<file path="src/rtl/spi_bm_pkg.sv">
package spi_bm_pkg;
   localparam logic ADDR_CFG  = 1'b0;
   localparam logic ADDR_DATA = 1'b1;
   localparam int   FLAG_PHASE = 0;
   localparam int   FLAG_POL   = 1;
   localparam int   FLAG_IEN   = 2;
   localparam int   PRE_LSB    = 8;

   typedef struct packed {
      logic ien;
      logic pol;
      logic phase;
   } spi_mode_t;
endpackage

</file>
<file path="src/rtl/spi_bm_tick.sv">
module spi_bm_tick #(
   parameter int PRE_W = 8,
   localparam int PW = (PRE_W > 0) ? PRE_W : 1
) (
   input  logic          clk,
   input  logic          rst_n,
   input  logic          run,
   input  logic [PW-1:0] pre,
   output logic          tick
);
   generate
      if (PRE_W == 0) begin : g_nodiv
         assign tick = run;
      end else begin : g_div
         logic [PW-1:0] cnt;
         assign tick = run && (cnt == pre);
         always_ff @(posedge clk) begin
            if (!rst_n)            cnt <= '0;
            else if (!run || tick) cnt <= '0;
            else                   cnt <= cnt + 1'b1;
         end
      end
   endgenerate
endmodule

</file>
<file path="src/rtl/spi_bm_shift.sv">
module spi_bm_shift #(
   parameter int BITS = 8,
   localparam int EDGES = 2 * BITS,
   localparam int EW = $clog2(EDGES + 1)
) (
   input  logic            clk,
   input  logic            rst_n,
   input  logic            start,
   input  logic [BITS-1:0] tx,
   input  logic            tick,
   input  logic            phase,
   input  logic            pol,
   input  logic            sdi,
   output logic            busy,
   output logic            sck,
   output logic            sdo,
   output logic            csn,
   output logic [BITS-1:0] rx
);
   logic [BITS-1:0] txs, rxs;
   logic [EW-1:0]   ecnt;
   logic            lead, samp, last_edge;

   initial assert (BITS >= 2) else $error("spi_bm_shift: BITS must be at least 2");

   assign lead      = ~ecnt[0];
   assign samp      = lead ^ phase;
   assign last_edge = (ecnt == EW'(EDGES - 1));

   always_ff @(posedge clk) begin
      if (!rst_n) begin
         busy <= 1'b0;
         sck  <= 1'b0;
         sdo  <= 1'b0;
         csn  <= 1'b1;
         txs  <= '0;
         rxs  <= '0;
         rx   <= '0;
         ecnt <= '0;
      end else if (!busy) begin
         sck <= pol;
         if (start) begin
            busy <= 1'b1;
            csn  <= 1'b0;
            ecnt <= '0;
            if (!phase) begin
               sdo <= tx[BITS-1];
               txs <= tx << 1;
            end else begin
               txs <= tx;
            end
         end
      end else if (tick) begin
         if (ecnt == EW'(EDGES)) begin
            busy <= 1'b0;
            csn  <= 1'b1;
            rx   <= rxs;
         end else begin
            sck  <= ~sck;
            ecnt <= ecnt + 1'b1;
            if (samp) begin
               rxs <= {rxs[BITS-2:0], sdi};
            end else if (phase || !last_edge) begin
               sdo <= txs[BITS-1];
               txs <= txs << 1;
            end
         end
      end
   end

   // data out is frozen on every sampling edge while selected
   a_r3_sdo_still_on_sample: assert property (@(posedge clk) disable iff (!rst_n)
      (!csn && $past(!csn) && (sck != $past(sck)) && (sck == (phase == pol)))
      |-> (sdo == $past(sdo)));

   // chip select released only with the clock at its idle level
   a_r9_release_at_idle: assert property (@(posedge clk) disable iff (!rst_n)
      $rose(csn) |-> (sck == pol));

   // chip select asserted only with the clock at its idle level
   a_r2_select_at_idle: assert property (@(posedge clk) disable iff (!rst_n)
      $fell(csn) |-> (sck == pol));
endmodule

</file>
<file path="src/rtl/spi_bm_irq.sv">
module spi_bm_irq (
   input  logic clk,
   input  logic rst_n,
   input  logic done,
   input  logic ien,
   output logic irq
);
   logic done_q;

   always_ff @(posedge clk) begin
      if (!rst_n) done_q <= 1'b1;
      else        done_q <= done;
   end

   assign irq = ien & done & ~done_q;

   // never wider than one cycle
   a_r6_single_pulse: assert property (@(posedge clk) disable iff (!rst_n)
      irq |=> !irq);
endmodule

</file>
<file path="src/rtl/spi_byte_master.sv">
module spi_byte_master #(
   parameter int BUS_W = 16,
   parameter int BITS  = 8,
   parameter int PRE_W = 8,
   localparam int PW = (PRE_W > 0) ? PRE_W : 1
) (
   input  logic             clk,
   input  logic             rst_n,
   input  logic             bus_wr,
   input  logic             bus_addr,
   input  logic [BUS_W-1:0] bus_wdata,
   output logic [BUS_W-1:0] bus_rdata,
   output logic             spi_sck,
   output logic             spi_sdo,
   input  logic             spi_sdi,
   output logic             spi_csn,
   output logic             irq
);
   import spi_bm_pkg::*;

   initial assert (spi_bm_pkg::PRE_LSB + PRE_W <= BUS_W && BITS + 1 <= BUS_W && BITS <= spi_bm_pkg::PRE_LSB)
      else $error("spi_byte_master: field layout does not fit BUS_W");

   spi_mode_t       mode_q;
   logic [PW-1:0]   pre_q;
   logic            busy, done, start, tick;
   logic [BITS-1:0] rx;

   assign done  = ~busy;
   assign start = bus_wr && (bus_addr == ADDR_DATA) && !busy;

   always_ff @(posedge clk) begin
      if (!rst_n) begin
         mode_q <= '0;
         pre_q  <= '0;
      end else if (bus_wr && bus_addr == ADDR_CFG) begin
         mode_q.phase <= bus_wdata[FLAG_PHASE];
         mode_q.pol   <= bus_wdata[FLAG_POL];
         mode_q.ien   <= bus_wdata[FLAG_IEN];
         if (PRE_W > 0) pre_q <= bus_wdata[PRE_LSB +: PW];
      end
   end

   always_comb begin
      bus_rdata = '0;
      if (bus_addr == ADDR_CFG) begin
         bus_rdata[FLAG_PHASE] = mode_q.phase;
         bus_rdata[FLAG_POL]   = mode_q.pol;
         bus_rdata[FLAG_IEN]   = mode_q.ien;
         if (PRE_W > 0) bus_rdata[PRE_LSB +: PW] = pre_q;
      end else begin
         bus_rdata[BITS-1:0] = rx;
         bus_rdata[BITS]     = done;
      end
   end

   spi_bm_tick #(.PRE_W(PRE_W)) u_tick (
      .clk(clk), .rst_n(rst_n), .run(busy), .pre(pre_q), .tick(tick)
   );

   spi_bm_shift #(.BITS(BITS)) u_shift (
      .clk(clk), .rst_n(rst_n), .start(start), .tx(bus_wdata[BITS-1:0]),
      .tick(tick), .phase(mode_q.phase), .pol(mode_q.pol), .sdi(spi_sdi),
      .busy(busy), .sck(spi_sck), .sdo(spi_sdo), .csn(spi_csn), .rx(rx)
   );

   spi_bm_irq u_irq (
      .clk(clk), .rst_n(rst_n), .done(done), .ien(mode_q.ien), .irq(irq)
   );

   // a pulse accompanies the end of a transfer and nothing else
   a_r6_pulse_at_release: assert property (@(posedge clk) disable iff (!rst_n)
      irq |-> $rose(spi_csn));

   // no pulse while the select line was already high
   a_r7_no_idle_pulse: assert property (@(posedge clk) disable iff (!rst_n)
      ($past(spi_csn) && spi_csn) |-> !irq);
endmodule

</file>
<file path="config.mk">
export PLATFORM = sky130hd
export DESIGN_NAME = spi_byte_master
export DESIGN_NICKNAME = d
export VERILOG_FILES = /design/src/rtl/spi_bm_pkg.sv /design/src/rtl/spi_bm_tick.sv /design/src/rtl/spi_bm_shift.sv /design/src/rtl/spi_bm_irq.sv /design/src/rtl/spi_byte_master.sv
export SDC_FILE = /design/constraint.sdc
export NUM_CORES = 1
export LEC_CHECK = 0
export BUFFER_PORTS_ARGS = -buffer_cell sky130_fd_sc_hd__buf_2
export CORE_ASPECT_RATIO = 0.75
export CORE_MARGIN = 2
export CORE_UTILIZATION = 40
export CTS_CLUSTER_DIAMETER = 100
export CTS_CLUSTER_SIZE = 40
export DETAILED_ROUTE_END_ITERATION = 8
export PLACE_DENSITY = 0.69
export SYNTH_ARGS = -nofsm -noshare
export SYNTH_HDL_FRONTEND = slang
export SYNTH_SLANG_ARGS = --single-unit
</file>
<file path="constraint.sdc">
create_clock -name clk -period 2.24 [get_ports clk]
set_input_delay 0.448 -clock clk [delete_from_list [all_inputs] [get_ports clk]]
set_output_delay 0.448 -clock clk [all_outputs]
set_load 0.02 [all_outputs]
</file>
==> impl_metrics.prom, run 1 <==
# TYPE chip_impl_metric gauge
chip_impl_info{name="outcome",value="completed"} 1
chip_impl_metric{name="die_width",unit="um"} 95.6
chip_impl_metric{name="wire_length_of_the_first_global_routing_pass",unit="mm"} 8.85
chip_impl_metric{name="synth-warning-count",unit=""} 0
chip_impl_metric{name="number_of_antenna_violations_at_the_first_check_in_global_routing",unit=""} 0
chip_impl_metric{name="drcViolationCount",unit=""} 0
chip_impl_metric{name="path_max_fanout",unit=""} 7
chip_impl_metric{name="final_net_count",unit=""} 351
chip_impl_metric{name="report.final.setup_viol",unit=""} 0
chip_impl_metric{name="tightestPinTransition",unit="ns"} 0.578
chip_impl_metric{name="die-area",unit="um2"} 6950
chip_impl_metric{name="drtAntennaViolNets",unit=""} 0
chip_impl_metric{name="globalRouteTotalUtil",unit="%"} 16.2
chip_impl_metric{name="drv.max_cap_violation_count",unit=""} 0
chip_impl_metric{name="ios",unit=""} 41
chip_impl_metric{name="num_antenna_cells",unit=""} 0
chip_impl_metric{name="fmaxAchievable",unit="MHz"} 450
chip_impl_metric{name="placeable_area",unit="um2"} 6190
chip_impl_metric{name="maximum_number_of_pins_on_one_net_before_global_route_repair",unit=""} 33
chip_impl_metric{name="detailedRoute.firstPassIterationCount",unit=""} 4
chip_impl_metric{name="cts_buffers",unit=""} 5
chip_impl_info{name="timing.setup.critical_path_class",value="reg -> reg"} 1
chip_impl_metric{name="place_ws",unit="ns"} 0.0483
chip_impl_info{name="timing.critical_path.from_type",value="register"} 1
chip_impl_metric{name="final_max_slew_viol_count",unit=""} 0
chip_impl_metric{name="post_drt_via_cell_ratio",unit=""} 5.04
chip_impl_metric{name="postSynthAreaPerCell",unit="um2"} 8.93
chip_impl_metric{name="postCtsHoldBufs",unit=""} 0
chip_impl_metric{name="clk-insertion-delay-late",unit="ns"} 0.30
chip_impl_metric{name="cp.arrival",unit="ns"} 2.45
chip_impl_info{name="cts_root_buf",value="clkbuf_8"} 1
chip_impl_metric{name="synthesis.nets",unit=""} 307
chip_impl_metric{name="global_placer_s_final_weighted_congestion",unit=""} 0.803
chip_impl_info{name="tritoncts",value="done"} 1
chip_impl_info{name="min-delay-path-class",value="in -> reg"} 1
chip_impl_metric{name="area_delta_synth_final",unit="%"} 18.0
chip_impl_metric{name="worst_setup_hold_path_clk_slew",unit="ns"} 0.10
chip_impl_metric{name="standard_cell_rows",unit=""} 25
chip_impl_metric{name="hold_violations",unit=""} 0
chip_impl_metric{name="floorplan.initialDensity",unit="%"} 40.7
chip_impl_metric{name="drt_first_iter_violations",unit=""} 56
chip_impl_metric{name="vdd_ir_drop_max",unit="mV"} 0.314
chip_impl_metric{name="post_synth_num_cell_types",unit=""} 41
chip_impl_metric{name="max_slew_margin_vs_limit",unit="%"} 61.4
chip_impl_metric{name="grt_overflow_total",unit=""} 0
chip_impl_metric{name="fp.dieH",unit="um"} 72.7
chip_impl_metric{name="static_leakage",unit="nW"} 1.12
chip_impl_metric{name="reg2regPathDepth",unit=""} 9
chip_impl_metric{name="ctsLongestPathBuffers",unit=""} 2
chip_impl_metric{name="number_of_standard_cells_after_synthesis",unit=""} 282
chip_impl_metric{name="skew",unit="ns"} 0.00651
chip_impl_metric{name="number_of_global_route_vias_before_repair",unit=""} 1865
chip_impl_metric{name="synth.ff_latch_count",unit=""} 53
chip_impl_metric{name="post_synthesis_sequential_area_ratio",unit="%"} 42.1
chip_impl_metric{name="vias",unit=""} 2058
chip_impl_metric{name="finalWorstPathRequiredPeriod",unit="ns"} 2.22
chip_impl_metric{name="mappedNetlistArea",unit="um2"} 2520
chip_impl_metric{name="worst_setup_margin",unit="ns"} 0.0199
chip_impl_metric{name="port_buffers",unit=""} 40
chip_impl_metric{name="power_density",unit="nW/um2"} 606
chip_impl_metric{name="tritoncts_num_sinks",unit=""} 53
chip_impl_metric{name="holdPathStages",unit=""} 3
chip_impl_metric{name="finalWirelength",unit="mm"} 5.58
chip_impl_metric{name="post_drt_wl_per_cell",unit="um"} 13.7
chip_impl_info{name="critical_path.endpoint_type",value="register"} 1
chip_impl_metric{name="ctsHtreeMaxLevel",unit=""} 2
chip_impl_metric{name="fin_crit_sh",unit="%"} 99.1
chip_impl_metric{name="final_core_util",unit="%"} 48.0
chip_impl_metric{name="required",unit="ns"} 2.47
chip_impl_metric{name="drive_above_1_share",unit="%"} 23.2
chip_impl_info{name="grt_setup_unrepaired",value="yes"} 1
chip_impl_metric{name="dp.final_hpwl",unit="mm"} 3.85
[flip-flops by register name, summed over array words and instances (netlist names)]
register,count
u_shift.rxs,8
u_irq.done_q,1
u_tick.g_div.cnt,8
u_shift.txs,8
u_shift.sck,1
u_shift.rx,8
u_shift.csn,1
u_shift.busy,1
u_shift.sdo,1
mode_q,3
pre_q,8
u_shift.ecnt,5
[kinds of logic (layout without fill, tap and decap cells)]
family / Yosys count / after routing / synth area share, %
muxes: 31 / 31 / 12.5
and+or+nand+nor: 112 / 112 / 23.7
adders and majority gates: 4 / 4 / 1.99
AOI/OAI and AO/OA: 44 / 44 / 10.5
DFF: 53 / 53 / 42.1
buffers and inverters: 23 / 68 / 3.92
xor gates and xnor gates: 15 / 15 / 5.22
[metal layers]
| metal | wire, um | track usage [%] | vias to the layer above |
|---|---|---|---|
| met2 | 2490 | 25.3 | 46 |
| li1 | - | - | 1046 |
| met1 | 2800 | 23.1 | 964 |
| met5 | 0 | 0 | - |
| met3 | 279 | 3.82 | 2 |
| met4 | 17 | 3.33 | 0 |
[placed cells by master, fill, tap and decap left out, types with 3 or more instances in the layout]
cell type,n
mux2_2,4
buf_4,12
nor3_1,3
nand3_1,4
a21oi_1,21
dfxtp_1,52
buf_2,40
and2_1,5
nor2b_1,9
nand3b_1,8
nand2_1,44
clkbuf_8,5
nor2_1,20
o21ai_0,14
xnor2_1,12
inv_1,7
mux2i_1,27
xor2_1,3
nand2b_1,4
[power by group]
part	internal (mW)	total, mW	switching [mW]
sequential	0.971	0.996	0.0251
combinational	0.115	0.268	0.153
clock	0.221	0.536	0.315
[through the flow]
stage | hold WS, ns | cells | power, mW | area, um2 | TNS, ns
final | 0.374 | 408 | 1.80 | 2970 | 0
after global routing | 0.373 | 408 | 1.88 | 2970 | -0.348
after CTS | 0.369 | 406 | 1.81 | 2920 | 0
after detailed placement | 0.445 | 398 | 1.28 | 2830 | 0
after global placement | 0.442 | 398 | 1.27 | 2830 | 0
after floorplan | 0.434 | 282 | 1.20 | 2520 | 0
[final timing paths]
check | startpoint | to | slack [ns]
max reg2reg | u_shift.ecnt[1] | u_shift.txs[2] | 0.02
min reg2reg | u_shift.csn | u_shift.csn | 0.48
min | bus_wdata[10] | pre_q[2] | 0.37
max | u_shift.ecnt[1] | u_shift.txs[2] | 0.02
[worst max-delay path: stages, from the launching register on]
cell and delay, ns:
dfxtp_4 0.37, ha_4 0.16, and3_4 0.18, ha_4 0.15
or3b_4 0.39, a31oi_4 0.21, nor4b_4 0.27, buf_4 0.19
o21ai_0 0.08, a21oi_1 0.15
[what timing repair did]
action                     in CTS  in global routing
resized for setup               0                 10
setup buffers                   0                  1
setup endpoints to repair       0                  8
[Yosys cell counts, drive strengths merged]
cell	n	area, um2
inv	7	26.3
a211oi	2	15.0
nand3b	8	60.1
and4bb	1	12.5
mux2i	27	270
a2111oi	1	8.76
xnor2	12	105
a211o	1	8.76
nand2b	4	25.0
and4	1	8.76
o21ai	14	70.1
and2	5	31.3
or2	1	6.26
a21oi	21	105
nor3	4	31.3
mux2	4	45.0
or2b	1	7.51
a31oi	1	21.3
nand3	4	20.0
o32ai	1	8.76
and3	3	18.8
ha	4	50.1
clkbuf	11	41.3
nor4b	1	23.8
o21bai	1	7.51
a41o	1	10.0
or3b	1	11.3
nor2b	9	56.3
nor2	20	75.1
dfxtp	53	1060
nand2	44	165
xor2	3	26.3
a311oi	1	8.76
nor3b	1	7.51
buf	5	31.3
nand4	4	37.5
[area by class of cell]
type / count / area [um2]
Timing Repair Buffer: 53 / 302
Sequential cell: 53 / 1060
Tap cell: 81 / 101
Multi-Input combinational cell: 206 / 1390
Inverter: 7 / 26.3
Clock inverter: 2 / 15.0
Fill cell: 632 / 3220
Clock buffer: 6 / 72.6
(Power assumes the default switching activity.)
==> inputs of run 2 (changes only) <==
--- a/config.mk
+++ b/config.mk
@@ -12,6 +12,7 @@
 export CTS_CLUSTER_DIAMETER = 100
 export CTS_CLUSTER_SIZE = 40
 export DETAILED_ROUTE_END_ITERATION = 8
+export GPL_TIMING_DRIVEN = 0
 export PLACE_DENSITY = 0.69
 export SYNTH_ARGS = -nofsm -noshare
 export SYNTH_HDL_FRONTEND = slang
==> run 2 against run 1 <==
Effect of this change:
- the flow now finishes with violations (negative setup slack)
- register-to-register slack worse by 0.03 ns
- via count is 3.0% higher
- flip-flop and latch count stayed put
- combinational power is 8.6% higher
==> impl_metrics.prom, run 2 (same netlist as run 1, synthesis figures left out) <==
# TYPE chip_impl_metric gauge
chip_impl_info{name="outcome",value="finished, violations left"} 1
chip_impl_info{name="violations",value="negative setup slack"} 1
chip_impl_info{name="min-delay-path-class",value="in -> reg"} 1
chip_impl_metric{name="fin_crit_sh",unit="%"} 100
chip_impl_metric{name="power_density",unit="nW/um2"} 601
chip_impl_metric{name="static_leakage",unit="nW"} 1.15
chip_impl_metric{name="detailedRoute.firstPassIterationCount",unit=""} 4
chip_impl_metric{name="ios",unit=""} 41
chip_impl_metric{name="final_max_slew_viol_count",unit=""} 0
chip_impl_metric{name="number_of_global_route_vias_before_repair",unit=""} 1992
chip_impl_info{name="tritoncts",value="done"} 1
chip_impl_metric{name="number_of_antenna_violations_at_the_first_check_in_global_routing",unit=""} 0
chip_impl_metric{name="tightestPinTransition",unit="ns"} 0.828
chip_impl_metric{name="cp.arrival",unit="ns"} 2.43
chip_impl_metric{name="drtAntennaViolNets",unit=""} 0
chip_impl_info{name="most-common-layout-cells",value="dfxtp_1, nand2_1, buf_2, mux2i_1, a21oi_1"} 1
chip_impl_metric{name="vdd_ir_drop_max",unit="mV"} 0.305
chip_impl_metric{name="final_net_count",unit=""} 364
chip_impl_metric{name="drt_first_iter_violations",unit=""} 68
chip_impl_metric{name="hold_violations",unit=""} 0
chip_impl_metric{name="global_placer_s_final_weighted_congestion",unit=""} 0.791
chip_impl_metric{name="required",unit="ns"} 2.42
chip_impl_info{name="cts_root_buf",value="clkbuf_8"} 1
chip_impl_metric{name="fmaxAchievable",unit="MHz"} 444
chip_impl_metric{name="setup-tns-final",unit="ns"} -0.0182
chip_impl_metric{name="maximum_number_of_pins_on_one_net_before_global_route_repair",unit=""} 17
chip_impl_metric{name="port_buffers",unit=""} 40
chip_impl_metric{name="drcViolationCount",unit=""} 0
chip_impl_info{name="timing.critical_path.from_type",value="register"} 1
chip_impl_metric{name="floorplan.initialDensity",unit="%"} 40.7
chip_impl_metric{name="clk-insertion-delay-late",unit="ns"} 0.30
chip_impl_metric{name="vias",unit=""} 2120
chip_impl_info{name="grt_setup_unrepaired",value="yes"} 1
chip_impl_metric{name="post_drt_wl_per_cell",unit="um"} 13.8
chip_impl_metric{name="drive_above_1_share",unit="%"} 24.7
chip_impl_info{name="critical_path.endpoint_type",value="register"} 1
chip_impl_metric{name="finalWirelength",unit="mm"} 5.79
chip_impl_metric{name="worst_setup_margin",unit="ns"} -0.0106
chip_impl_metric{name="ctsHtreeMaxLevel",unit=""} 2
chip_impl_metric{name="area_delta_synth_final",unit="%"} 20.8
chip_impl_metric{name="nFillCells",unit=""} 603
chip_impl_metric{name="skew",unit="ns"} 0.00390
chip_impl_metric{name="postLayoutCellArea",unit="um2"} 3040
chip_impl_metric{name="placedInstanceArea",unit="um2"} 2820
chip_impl_metric{name="die-area",unit="um2"} 6950
chip_impl_metric{name="globalRouteTotalUtil",unit="%"} 17.3
chip_impl_metric{name="standard_cell_rows",unit=""} 25
chip_impl_metric{name="finalWorstPathRequiredPeriod",unit="ns"} 2.25
chip_impl_metric{name="max_slew_margin_vs_limit",unit="%"} 44.6
chip_impl_metric{name="placeable_area",unit="um2"} 6190
chip_impl_info{name="timing.setup.critical_path_class",value="reg -> reg"} 1
chip_impl_metric{name="placed_cells",unit=""} 403
chip_impl_metric{name="die_width",unit="um"} 95.6
chip_impl_metric{name="post_drt_via_cell_ratio",unit=""} 5.04
chip_impl_metric{name="num_antenna_cells",unit=""} 0
chip_impl_metric{name="path_max_fanout",unit=""} 5
chip_impl_metric{name="report.final.setup_viol",unit=""} 3
chip_impl_metric{name="cts_buffers",unit=""} 5
chip_impl_metric{name="fp.dieH",unit="um"} 72.7
chip_impl_metric{name="grt_overflow_total",unit=""} 0
chip_impl_metric{name="ctsLongestPathBuffers",unit=""} 2
chip_impl_metric{name="worst_setup_hold_path_clk_slew",unit="ns"} 0.10
chip_impl_metric{name="wire_length_of_the_first_global_routing_pass",unit="mm"} 9.42
chip_impl_metric{name="drv.max_cap_violation_count",unit=""} 0
chip_impl_metric{name="tritoncts_num_sinks",unit=""} 53
chip_impl_metric{name="dp.final_hpwl",unit="mm"} 4.14
chip_impl_info{name="most_common_library_cell_in_the_layout_ignoring_fill_and_taps",value="dfxtp_1"} 1
chip_impl_metric{name="final_cells",unit=""} 421
run 2: critical path: stages (launching register included):
cell	delay [ns]
dfxtp_4	0.37
ha_4	0.15
and3_4	0.18
ha_4	0.14
or3b_4	0.37
a31oi_4	0.18
nor4b_4	0.35
buf_4	0.21
nand3b_1	0.10
a21oi_1	0.07
run 2: final cells by class:
class,count,area (um2),share of cell area (%)
Clock buffer,6,72.6,2.38
Multi-Input combinational cell,206,1400,46.0
Timing Repair Buffer,51,283,9.29
Buffer,15,76.3,2.51
Tap cell,81,101,3.33
Inverter,7,26.3,0.863
Clock inverter,2,15.0,0.493
Sequential cell,53,1070,35.1
run 2: power breakdown:
part           internal (mW)  switching, mW
Combinational          0.125          0.166
Sequential             0.971         0.0225
Clock                  0.221          0.325
Total                   1.32          0.513
run 2: worst paths after layout:
kind	startpoint	end	slack (ns)	cells after the start
worst max-delay path	u_shift.ecnt[0]	u_shift.txs[5]	-0.01	9
worst min-delay path	bus_wdata[13]	pre_q[5]	0.37	3
worst max register to register	u_shift.ecnt[0]	u_shift.txs[5]	-0.01	9
worst min register to register	u_shift.rxs[7]	u_shift.rxs[7]	0.47	2
run 2: metrics by stage:
step / setup WS (ns) / hold WS [ns] / util [%] / total power, mW
global route: -0.118 / 0.375 / 49.1 / 1.90
floorplan: 0.0824 / 0.434 / - / 1.20
detailed placement: -0.150 / 0.448 / 45.5 / 1.28
finish: -0.0106 / 0.375 / 49.1 / 1.83
CTS: -0.0332 / 0.367 / 48.4 / 1.82
global placement: -0.137 / 0.445 / 45.5 / 1.27
run 2: per-layer routing:
layer  up-vias  GRT usage (%)  routed length (um)
li1       1078              -                   -
met1       995           25.1                3010
met2        45           26.5                2470
met3         2           3.51                 278
met4         0           3.81                  25
met5         -              0                   0
run 2: what timing repair did:
| action | in CTS | in global routing |
|---|---|---|
| setup endpoints to repair | 10 | 18 |
| hold buffers | 0 | 0 |
| buffers inserted | 6 | 4 |
| pin swaps | 7 | 11 |
| hold endpoints to repair | 0 | 0 |
| gates cloned | 1 | 0 |
| gates resized for setup | 11 | 11 |
